<file path="src/rtl/spi3w_pkg.sv">
package spi3w_pkg;

   localparam int CTRL_USED_W  = 16;
   localparam int CTRL_MASTER  = 0;
   localparam int CTRL_TXEN    = 1;
   localparam int DIV_LSB      = 8;
   localparam int DIV_FIELD_W  = 8;

   localparam int STAT_FULL    = 0;
   localparam int STAT_OVR     = 1;
   localparam int STAT_BUSY    = 2;

   typedef enum logic [2:0] {
      PH_IDLE,
      PH_LEAD,
      PH_HIGH,
      PH_LOW,
      PH_TRAIL
   } mphase_t;

   typedef struct packed {
      logic [DIV_FIELD_W-1:0] div;
      logic                   tx_en;
      logic                   master;
   } ctrl_t;

endpackage

</file>
<file path="src/rtl/spi3w_mclk.sv">
module spi3w_mclk
   import spi3w_pkg::*;
#(
   parameter int WORD_W  = 16,
   parameter int DIV_MAX = 128
)(
   input  logic                             clk,
   input  logic                             rst_n,
   input  logic                             go,
   input  logic [$clog2(DIV_MAX+1)-1:0]     div_eff,
   output logic                             sclk,
   output logic                             ss_n,
   output logic                             rise,
   output logic                             fall
);
   localparam int DVW = $clog2(DIV_MAX+1);
   localparam int CW  = $clog2(WORD_W+1);

   mphase_t        st;
   logic [DVW-1:0] ph;
   logic [CW-1:0]  nrise;
   logic [DVW-1:0] hi_len;
   logic [DVW-1:0] lo_len;

   always_comb begin
      hi_len = div_eff >> 1;
      lo_len = div_eff - hi_len;
      rise   = (st == PH_LEAD) || (st == PH_LOW && ph == '0);
      fall   = (st == PH_HIGH) && (ph == '0);
      sclk   = (st == PH_HIGH);
      ss_n   = (st == PH_IDLE);
   end

   always_ff @(posedge clk or negedge rst_n) begin
      if (!rst_n) begin
         st    <= PH_IDLE;
         ph    <= '0;
         nrise <= '0;
      end else begin
         case (st)
            PH_IDLE: if (go) st <= PH_LEAD;
            PH_LEAD: begin
               st    <= PH_HIGH;
               ph    <= hi_len - 1'b1;
               nrise <= CW'(1);
            end
            PH_HIGH: begin
               if (ph == '0) begin
                  if (nrise == CW'(WORD_W)) begin
                     st <= PH_TRAIL;
                  end else begin
                     st <= PH_LOW;
                     ph <= lo_len - 1'b1;
                  end
               end else begin
                  ph <= ph - 1'b1;
               end
            end
            PH_LOW: begin
               if (ph == '0) begin
                  st    <= PH_HIGH;
                  ph    <= hi_len - 1'b1;
                  nrise <= nrise + 1'b1;
               end else begin
                  ph <= ph - 1'b1;
               end
            end
            default: st <= PH_IDLE;
         endcase
      end
   end

endmodule

</file>
<file path="src/rtl/spi3w_ssync.sv">
module spi3w_ssync #(
   parameter int SYNC_STAGES = 2
)(
   input  logic clk,
   input  logic rst_n,
   input  logic sclk_i,
   input  logic ss_n_i,
   input  logic sd_i,
   output logic start,
   output logic rise,
   output logic fall,
   output logic active,
   output logic sd_s
);
   localparam int CHW = 3 * SYNC_STAGES;
   localparam logic [2:0] IDLE_LVL = 3'b011;

   logic [CHW-1:0] chain;
   logic           sclk_s, ss_s;
   logic           sclk_d, ss_d;

   generate
      if (SYNC_STAGES < 2) begin : g_bad_sync
         $error("spi3w_ssync needs at least two synchronizer stages");
      end
   endgenerate

   always_ff @(posedge clk or negedge rst_n) begin
      if (!rst_n) begin
         chain  <= {SYNC_STAGES{IDLE_LVL}};
         sclk_d <= 1'b0;
         ss_d   <= 1'b1;
      end else begin
         chain  <= {chain[CHW-4:0], sclk_i, ss_n_i, sd_i};
         sclk_d <= sclk_s;
         ss_d   <= ss_s;
      end
   end

   always_comb begin
      sclk_s = chain[CHW-1];
      ss_s   = chain[CHW-2];
      sd_s   = chain[CHW-3];
      active = !ss_s;
      start  = ss_d && !ss_s;
      rise   = active && !sclk_d && sclk_s;
      fall   = active && sclk_d && !sclk_s;
   end

endmodule

</file>
<file path="src/rtl/spi3w_shifter.sv">
module spi3w_shifter #(
   parameter int WORD_W = 16
)(
   input  logic              clk,
   input  logic              rst_n,
   input  logic              load,
   input  logic [WORD_W-1:0] load_word,
   input  logic              rise,
   input  logic              fall,
   input  logic              sd_in,
   output logic              sd_out,
   output logic              done,
   output logic [WORD_W-1:0] rx_word
);
   localparam int CW = $clog2(WORD_W+1);

   logic [WORD_W-1:0] tx_sh;
   logic [WORD_W-1:0] rx_sh;
   logic [CW-1:0]     cnt;

   always_comb begin
      sd_out  = tx_sh[WORD_W-1];
      rx_word = {rx_sh[WORD_W-2:0], sd_in};
      done    = rise && (cnt == CW'(WORD_W-1));
   end

   always_ff @(posedge clk or negedge rst_n) begin
      if (!rst_n) begin
         tx_sh <= '0;
         rx_sh <= '0;
         cnt   <= '0;
      end else if (load) begin
         tx_sh <= load_word;
         cnt   <= '0;
      end else begin
         if (rise) begin
            rx_sh <= rx_word;
            if (cnt != CW'(WORD_W)) cnt <= cnt + 1'b1;
         end
         if (fall) tx_sh <= {tx_sh[WORD_W-2:0], 1'b0};
      end
   end

endmodule

</file>
<file path="src/rtl/spi3w_port.sv">
module spi3w_port
   import spi3w_pkg::*;
#(
   parameter int WORD_W      = 16,
   parameter int DIV_MIN     = 2,
   parameter int DIV_MAX     = 128,
   parameter int SYNC_STAGES = 2
)(
   input  logic              clk,
   input  logic              rst_n,
   input  logic              wr_valid,
   input  logic              wr_addr,
   input  logic [WORD_W-1:0] wr_data,
   input  logic              rd_en,
   input  logic              rd_addr,
   output logic [WORD_W-1:0] rd_data,
   output logic              irq,
   output logic              sclk_o,
   output logic              ss_n_o,
   input  logic              sclk_i,
   input  logic              ss_n_i,
   input  logic              sd_i,
   output logic              sd_o,
   output logic              sd_oe
);
   localparam int DVW = $clog2(DIV_MAX+1);

   generate
      if (WORD_W < CTRL_USED_W) begin : g_bad_word
         $error("spi3w_port: WORD_W must hold the control word");
      end
      if (DIV_MIN < 2 || DIV_MAX < DIV_MIN) begin : g_bad_div
         $error("spi3w_port: divisor range invalid");
      end
      if (DIV_MAX >= (1 << DIV_FIELD_W)) begin : g_bad_divmax
         $error("spi3w_port: DIV_MAX exceeds the divisor field");
      end
   endgenerate

   ctrl_t             ctrl_q;
   logic [WORD_W-1:0] tx_buf;
   logic [WORD_W-1:0] rx_buf;
   logic              rx_full;
   logic              ovr;
   logic [DVW-1:0]    div_eff;

   logic              is_master, tx_en;
   logic              wr_data_sel, wr_ctrl_sel, rd_rx, rd_stat;
   logic              go;

   logic              m_sclk, m_ss_n, m_rise, m_fall;
   logic              s_start, s_rise, s_fall, s_active, s_sd;

   logic              sh_load, sh_rise, sh_fall, sh_in;
   logic [WORD_W-1:0] sh_word;
   logic              done;
   logic [WORD_W-1:0] rx_word;
   logic              sh_out;

   always_comb begin
      is_master   = ctrl_q.master;
      tx_en       = ctrl_q.tx_en;
      wr_data_sel = wr_valid && !wr_addr;
      wr_ctrl_sel = wr_valid && wr_addr;
      rd_rx       = rd_en && !rd_addr;
      rd_stat     = rd_en && rd_addr;
      go          = is_master && wr_data_sel && m_ss_n;

      if (ctrl_q.div < DIV_FIELD_W'(DIV_MIN))
         div_eff = DVW'(DIV_MIN);
      else if (ctrl_q.div > DIV_FIELD_W'(DIV_MAX))
         div_eff = DVW'(DIV_MAX);
      else
         div_eff = DVW'(ctrl_q.div);
   end

   spi3w_mclk #(
      .WORD_W  (WORD_W),
      .DIV_MAX (DIV_MAX)
   ) u_mclk (
      .clk     (clk),
      .rst_n   (rst_n),
      .go      (go),
      .div_eff (div_eff),
      .sclk    (m_sclk),
      .ss_n    (m_ss_n),
      .rise    (m_rise),
      .fall    (m_fall)
   );

   spi3w_ssync #(
      .SYNC_STAGES (SYNC_STAGES)
   ) u_ssync (
      .clk    (clk),
      .rst_n  (rst_n),
      .sclk_i (sclk_i),
      .ss_n_i (ss_n_i),
      .sd_i   (sd_i),
      .start  (s_start),
      .rise   (s_rise),
      .fall   (s_fall),
      .active (s_active),
      .sd_s   (s_sd)
   );

   always_comb begin
      if (is_master) begin
         sh_load = go;
         sh_word = wr_data;
         sh_rise = m_rise;
         sh_fall = m_fall;
         sh_in   = sd_i;
      end else begin
         sh_load = s_start;
         sh_word = tx_buf;
         sh_rise = s_rise;
         sh_fall = s_fall;
         sh_in   = s_sd;
      end
   end

   spi3w_shifter #(
      .WORD_W (WORD_W)
   ) u_shift (
      .clk       (clk),
      .rst_n     (rst_n),
      .load      (sh_load),
      .load_word (sh_word),
      .rise      (sh_rise),
      .fall      (sh_fall),
      .sd_in     (sh_in),
      .sd_out    (sh_out),
      .done      (done),
      .rx_word   (rx_word)
   );

   always_ff @(posedge clk or negedge rst_n) begin
      if (!rst_n) begin
         ctrl_q.div    <= DIV_FIELD_W'(4);
         ctrl_q.tx_en  <= 1'b0;
         ctrl_q.master <= 1'b0;
         tx_buf        <= '0;
      end else begin
         if (wr_ctrl_sel) begin
            ctrl_q.div    <= wr_data[DIV_LSB +: DIV_FIELD_W];
            ctrl_q.tx_en  <= wr_data[CTRL_TXEN];
            ctrl_q.master <= wr_data[CTRL_MASTER];
         end
         if (wr_data_sel) tx_buf <= wr_data;
      end
   end

   always_ff @(posedge clk or negedge rst_n) begin
      if (!rst_n) begin
         rx_buf  <= '0;
         rx_full <= 1'b0;
         ovr     <= 1'b0;
      end else begin
         if (done) begin
            rx_buf  <= rx_word;
            rx_full <= 1'b1;
         end else if (rd_rx) begin
            rx_full <= 1'b0;
         end
         if (done && rx_full && !rd_rx) ovr <= 1'b1;
         else if (rd_stat)              ovr <= 1'b0;
      end
   end

   always_comb begin
      rd_data = '0;
      if (!rd_addr) begin
         rd_data = rx_buf;
      end else begin
         rd_data[STAT_FULL] = rx_full;
         rd_data[STAT_OVR]  = ovr;
         rd_data[STAT_BUSY] = is_master && !m_ss_n;
      end
      irq    = rx_full;
      sclk_o = is_master && m_sclk;
      ss_n_o = !is_master || m_ss_n;
      sd_o   = sh_out;
      sd_oe  = tx_en && (is_master ? !m_ss_n : s_active);
   end

endmodule

</file>
<file path="config.mk">
export PLATFORM = sky130hd
export DESIGN_NAME = spi3w_port
export DESIGN_NICKNAME = d
export VERILOG_FILES = /design/src/rtl/spi3w_pkg.sv /design/src/rtl/spi3w_mclk.sv /design/src/rtl/spi3w_ssync.sv /design/src/rtl/spi3w_shifter.sv /design/src/rtl/spi3w_port.sv
export SDC_FILE = /design/constraint.sdc
export NUM_CORES = 1
export LEC_CHECK = 0
export CAP_MARGIN = 15
export CORE_UTILIZATION = 40
export DETAILED_ROUTE_END_ITERATION = 10
export DONT_BUFFER_PORTS = 1
export PLACE_DENSITY = 0.54
export SYNTH_ARGS = -nofsm -noshare
export SYNTH_HDL_FRONTEND = slang
export SYNTH_SLANG_ARGS = --single-unit
</file>
<file path="constraint.sdc">
create_clock -name clk -period 7.1 [get_ports clk]
set_input_delay 1.065 -clock clk [delete_from_list [all_inputs] [get_ports clk]]
set_output_delay 1.065 -clock clk [all_outputs]
set_load 0.05 [all_outputs]
</file>
Yosys cells after proc, flatten, opt, wreduce, memory -nomap -nowiden
Index checks and enable logic that the tools add are counted.
Operators by class
  $add $sub $neg: 6
  magnitude comparators: 2
  equal/unequal tests: 10
  multiplexer cells: 30
  bitwise gates (word level): 1
  reductions and logical operators: 43
Operators with widths (number)
  16-bit two-way mux: 3
  8-bit two-way mux: 5
  8-bit case mux with 3 select lines: 1
  5-bit two-way mux: 4
  1-bit logical AND: 19
  8-bit by 1-bit subtractor with 8-bit output, second input constant: 2
  3-bit two-way mux: 5
  13-bit two-way mux: 1
  3-bit case mux with 4 select lines: 1
  2-bit nonzero test: 6
  5-bit by 1-bit adder with 5-bit output, second input constant: 2
  5-bit case mux with 2 select lines: 1
  1-bit two-way mux: 9
  8-bit greater-than comparator, second input constant: 1
  1-bit logical NOT: 8
  8-bit logical NOT: 1
  8-bit by 2-bit < comparator with 1-bit output, second input constant: 1
  2-bit AND reduction: 4
  7-bit by 1-bit subtractor with 8-bit output, second input constant: 1
  8-bit by 7-bit subtractor with 8-bit output: 1
  3-bit by 2-bit == test with 1-bit output, second input constant: 2
  5-bit by 4-bit == test with 1-bit output, second input constant: 1
  5-bit == test, second input constant: 1
  5-bit != test, second input constant: 1
  9 further kinds: 11
Word-level totals
  register bits: 104
  input port bits: 25
  output and inout port bits: 21
  word-level logic and storage cells: 108

Longest topological paths before layout
  word-level depth: 8
  mapped depth: 12
  gate-level depth less buffers: 11

By module
From an unflattened synthesis, not the netlist that was laid out.
Second synthesis, totals
  cell total of the unflattened synthesis: 511
  area total of the unflattened synthesis: 5760.5 um^2
By module, submodules not included
  spi3w_port: instances 1, cells an instance 158, area an instance 2164.6 um^2
  spi3w_mclk: instances 1, cells an instance 207, area an instance 1695.4 um^2
  spi3w_shifter: instances 1, cells an instance 134, area an instance 1659.1 um^2
  spi3w_ssync: instances 1, cells an instance 12, area an instance 241.5 um^2

Worst setup path before layout
No wires, ideal clock.
  path type: in2out
  start point: in rd_addr
  end point: out rd_data[10]
  arrival time: 2.170 ns
  data required time: 6.035 ns
  path slack: 3.865 ns
  stages: 3
  path through: clkbuf_1 -> clkbuf_1 -> nor2b_1
Between the ends
  longest elaborated chain between the ends: 1
RTL lines
  start: declaration: RTL line spi3w_port.sv:15  | input logic rd_addr,
  13-bit two-way mux: RTL line spi3w_port.sv:172  | if (!rd_addr) begin
  end: declaration: RTL line spi3w_port.sv:16  | output logic [WORD_W-1:0] rd_data,
No other way between the ends.

Worst setup path in the final report
  start point: reg ctrl_q[6] in the netlist's numbering
  end point: reg u_mclk.ph[5]
Between the ends
  longest elaborated chain between the ends: 8
  elaborated cells on any way between the ends: 11
  classes of those cells: 3 x add/sub; 2 x order compare; 6 x mux
RTL lines
  start: declaration: RTL line spi3w_port.sv:40  | ctrl_t ctrl_q;
  8-bit greater-than comparator: RTL line spi3w_port.sv:71  | else if (ctrl_q.div > DIV_FIELD_W'(DIV_MAX))
  8-bit two-way mux: RTL line spi3w_port.sv:71
  8-bit two-way mux *: RTL line spi3w_port.sv:69  | if (ctrl_q.div < DIV_FIELD_W'(DIV_MIN))
  8-bit by 7-bit subtractor with 8-bit output: RTL line spi3w_mclk.sv:27  | lo_len = div_eff - hi_len;
  8-bit by 1-bit subtractor with 8-bit output: RTL line spi3w_mclk.sv:53  | ph <= lo_len - 1'b1;
  8-bit two-way mux: RTL line spi3w_mclk.sv:49  | if (nrise == CW'(WORD_W)) begin
  8-bit two-way mux: RTL line spi3w_mclk.sv:48  | if (ph == '0) begin
  8-bit case mux with 3 select lines *: RTL line spi3w_mclk.sv:40  | case (st)
  end signal: assignment: RTL line spi3w_mclk.sv:44  | ph <= hi_len - 1'b1;
  end signal: assignment: RTL line spi3w_mclk.sv:53
  end signal: assignment: RTL line spi3w_mclk.sv:56  | ph <= ph - 1'b1;
  end: declaration: RTL line spi3w_mclk.sv:20  | logic [DVW-1:0] ph;
Every way passes the cells marked *; elsewhere a longest branch is shown, timed or not. The select of a mux whose other input is x is not followed.
A chain may end at the register's enable or synchronous reset.

==> impl_metrics.env <==
export IMPL_ir_drop_uv=132.9
export IMPL_row_count=42
export IMPL_grt_max_degree=105
export IMPL_cts_resized=0
export IMPL_status="finished clean"
export IMPL_crit_cells=10
export IMPL_initial_utilization=0.4146
export IMPL_synth_seq_cells=104
export IMPL_ant_nets=0
export IMPL_syn_num_nets=556
export IMPL_wl_per_cell_um=17.30
export IMPL_path_cells="or4_1 > o21ai_0 > and2_1 > inv_1 > ha_1 > nor3b_1 > o31ai_1 > a2111oi_0 > nor3_1 > o31ai_1"
export IMPL_r2r_start="ctrl_q[6]$_DFFE_PN0P_"
export IMPL_die_w_um=119.6
export IMPL_fin_setup_tns_ns=0
export IMPL_yosys_most_used_dff="dfrtp_1"
export IMPL_yosysSeqAreaShare=0.4716
export IMPL_n_antenna_cell=0
export IMPL_finalSetupViolations=0
export IMPL_worst_pin_slew_ns=0.9489
export IMPL_crit_path_end_kind="register"
export IMPL_crit_type="register to register"
export IMPL_cts_hold_buffers=0
export IMPL_cpMostUsedCell="o31ai_1"
export IMPL_cts_htree_levels=3
export IMPL_drt_pass1_iterations=4
export IMPL_report_final_slew_viol_count=0
export IMPL_min_period_over_period=0.4559
export IMPL_antenna_found_initial=0
export IMPL_arrival_ns=3.49
export IMPL_clockBufferDepth=2
export IMPL_synth_area_um2=5534
export IMPL_synth_edf_count=0
export IMPL_portBuffers=0
export IMPL_vias_per_cell=5.584
export IMPL_drive_gt1_frac=0.2012
export IMPL_worstSetupStartpoint="ctrl_q[6]$_DFFE_PN0P_"
export IMPL_power_mw=1.979
export IMPL_seqPwrFrac=0.451
export IMPL_drt_iter0_markers=244
export IMPL_final_cell_mix="98 x dfrtp_1, 54 x mux2_2, 48 x nand2_1, 40 x o21ai_0, 28 x nor2_1"
export IMPL_setup_worst_path_start_class="register"
export IMPL_cp_required_ns=7.36
export IMPL_clk_pin_slew_ns=0.07
export IMPL_path_buf_inv=1
export IMPL_syn_inst=515
export IMPL_hpwl_um=8126
export IMPL_fmax_mhz=309.0
export IMPL_die_area_um2=14310
export IMPL_p_comb_frac=0.276
export IMPL_placed_area_um2=5650
export IMPL_grt_pass1_wl_um=20220
export IMPL_cts_root_buf="clkbuf_16"
export IMPL_vias=3814
export IMPL_clock_latency_ns=0.35
export IMPL_p_sw_frac=0.3347
export IMPL_synth_area_per_cell_um2=10.75
export IMPL_fin_skew_ns=0.008079
export IMPL_hold_path_class="register to register"
export IMPL_hold_viol=0
export IMPL_reg2reg_depth=10
export IMPL_cpPeakStageDelay_ns=0.63
export IMPL_grtUsageTotal=0.1793
export IMPL_hold_depth=0
export IMPL_worst_slack_ns=3.863
export IMPL_clock_sinks=104
export IMPL_p_leak_nw=2.591
export IMPL_cp_slowest_cell="or4_1"
export IMPL_ios=46
export IMPL_cts_tree="yes"
export IMPL_min_from="u_ssync.chain[2]$_DFF_PN0_"
export IMPL_min_period_ns=3.237
export IMPL_yosys_warnings=0
export IMPL_grt_pass1_vias=3859
export IMPL_cp_top_family="simple AND/OR/NAND/NOR gates"
export IMPL_final_area_um2=5972
export IMPL_pwr_share_clk=0.273
export IMPL_cts_inserted_buffers=9
export IMPL_mostFrequentLayoutCell="dfrtp_1"
export IMPL_post_route_drc_count=0
export IMPL_die_h_um=119.6
export IMPL_grt_overflow=0
export IMPL_relSlewSlack=0.3661
export IMPL_critPathMaxFanout=9
export IMPL_area_delta_synth_final_pct=7.913
export IMPL_rsz0062_at_grt="false"
export IMPL_powerDensity_nw_per_um2=331.4
export IMPL_p_sw_mw=0.6625
export IMPL_yosys_cell_types_count=66
export IMPL_cap_violations=0
export IMPL_nNetsFinal=543
export IMPL_routabilityCongestion=0.9535
export IMPL_drt_wl_total_um=11810
export IMPL_place_ws_ns=3.909
export IMPL_postCtsSetupRepairBufs=0
export IMPL_synthArstFlopShare=1.000
export IMPL_p_int_mw=1.317
export IMPL_core_um2=13350
==> synth_stat cells, types with 2 or more instances <==
| cell type | count | share of area |
|---|---|---|
| a211oi_1 | 3 | 0.0041 |
| or2_2 | 2 | 0.0023 |
| xor2_1 | 5 | 0.0079 |
| mux2_4 | 9 | 0.024 |
| buf_1 | 2 | 0.0014 |
| and4_1 | 2 | 0.0032 |
| clkbuf_1 | 20 | 0.014 |
| mux2_2 | 54 | 0.11 |
| dfstp_2 | 6 | 0.028 |
| o22ai_1 | 2 | 0.0023 |
| nor3b_1 | 4 | 0.0054 |
| nor3_1 | 9 | 0.0081 |
| nor2b_1 | 19 | 0.021 |
| buf_6 | 4 | 0.0081 |
| nand2b_1 | 6 | 0.0068 |
| xnor2_1 | 5 | 0.0079 |
| nand2_1 | 48 | 0.033 |
| inv_1 | 21 | 0.014 |
| a311oi_1 | 2 | 0.0032 |
| nand3_1 | 6 | 0.0054 |
| nor4_1 | 2 | 0.0023 |
| a31oi_1 | 4 | 0.0045 |
| dfrtp_1 | 98 | 0.44 |
| a32oi_1 | 2 | 0.0032 |
| nand4_1 | 4 | 0.0045 |
| ha_1 | 15 | 0.034 |
| nand3b_1 | 2 | 0.0027 |
| a21oi_1 | 16 | 0.014 |
| or3_1 | 4 | 0.0045 |
| o311a_1 | 2 | 0.0036 |
| and2_1 | 3 | 0.0034 |
| o31ai_1 | 9 | 0.012 |
| nor3_4 | 2 | 0.0059 |
| nor4b_1 | 3 | 0.0047 |
| o21ai_0 | 40 | 0.036 |
| o21ba_2 | 2 | 0.0036 |
| or4_1 | 3 | 0.0041 |
| o31a_1 | 4 | 0.0063 |
| a2bb2oi_1 | 2 | 0.0032 |
| mux2i_1 | 16 | 0.029 |
| nor2_1 | 28 | 0.019 |
==> per-layer routing <==
layer  track usage  up-vias  part of all wire
li1              -     1808                 -
met1        0.2486     1916              0.48
met2        0.2771       75              0.47
met3       0.03755       15             0.041
met4       0.06328        0             0.015
met5             0        -                 0
==> power by group through the flow <==
stage	Clock (mW)	Sequential, mW	Combinational, mW
floorplan	0	0.841	0.483
global placement	0	0.898	0.532
detailed placement	0	0.902	0.544
CTS	0.557	0.892	0.547
global route	0.583	0.919	0.612
finish	0.540	0.893	0.546
==> registers in the layout, summed over array words and instances (netlist names) <==
name,cells
u_ssync.chain,6
ovr,1
u_ssync.ss_d,1
u_ssync.sclk_d,1
irq,1
u_shift.tx_sh,16
u_mclk.st,3
u_mclk.ph,8
u_shift.cnt,5
is_master,1
u_shift.rx_sh,15
u_mclk.nrise,5
tx_buf,16
rx_buf,16
ctrl_q,8
tx_en,1
==> per-stage QoR <==
stage          cells    util  hold slack, ns
2_1_floorplan    515       -          0.3312
4_1_cts          683  0.4474          0.3529
5_1_grt          683  0.4474          0.3667
3_3_place_gp     667  0.4233          0.3408
6_report         683  0.4474          0.3518
3_5_place_dp     667  0.4233          0.3363
==> worst register-to-register path: cells and delay by family (launching register included) <==
| kind | cells | cell delay [ns] |
|---|---|---|
| compound gates | 4 | 0.96 |
| fa+ha+maj | 1 | 0.30 |
| buf+inv | 1 | 0.09 |
| flops | 1 | 0.47 |
| simple gates | 4 | 1.32 |
==> area by class of cell <==
cell class / count / area (um^2)
multi-input cells: 363 / 2719
inverters: 21 / 78.83
flip-flops and latches: 104 / 2610
clock inverters: 6 / 92.59
fillers: 1313 / 7376
repair buffers: 3 / 22.52
clock buffers: 10 / 229.0
well taps: 176 / 220.2
==> cell families (layout without fill, tap and decap cells) <==
family	after synthesis	after routing	share of synthesized area
muxes	79	79	0.1632
DFF	104	104	0.4716
and+or+nand+nor	156	156	0.1522
adders and majority gates	16	16	0.03753
buffers and inverters	48	40	0.03821
AOI/OAI and AO/OA	102	102	0.1214
xor gates and xnor gates	10	10	0.01583
==> final timing paths <==
kind / slack, ns / to
setup / recovery: 3.86 / u_mclk.ph[5]$_DFFE_PN0P_
hold / removal: 0.35 / u_ssync.chain[5]$_DFF_PN0_
setup reg to reg: 3.86 / u_mclk.ph[5]$_DFFE_PN0P_
hold reg to reg: 0.35 / u_ssync.chain[5]$_DFF_PN0_
max in group asynchronous: 6.42 / u_ssync.chain[3]$_DFF_PN1_
min in group asynchronous: 0.41 / u_mclk.ph[1]$_DFFE_PN0P_
Note: power is estimated with default switching activity, not from simulation.
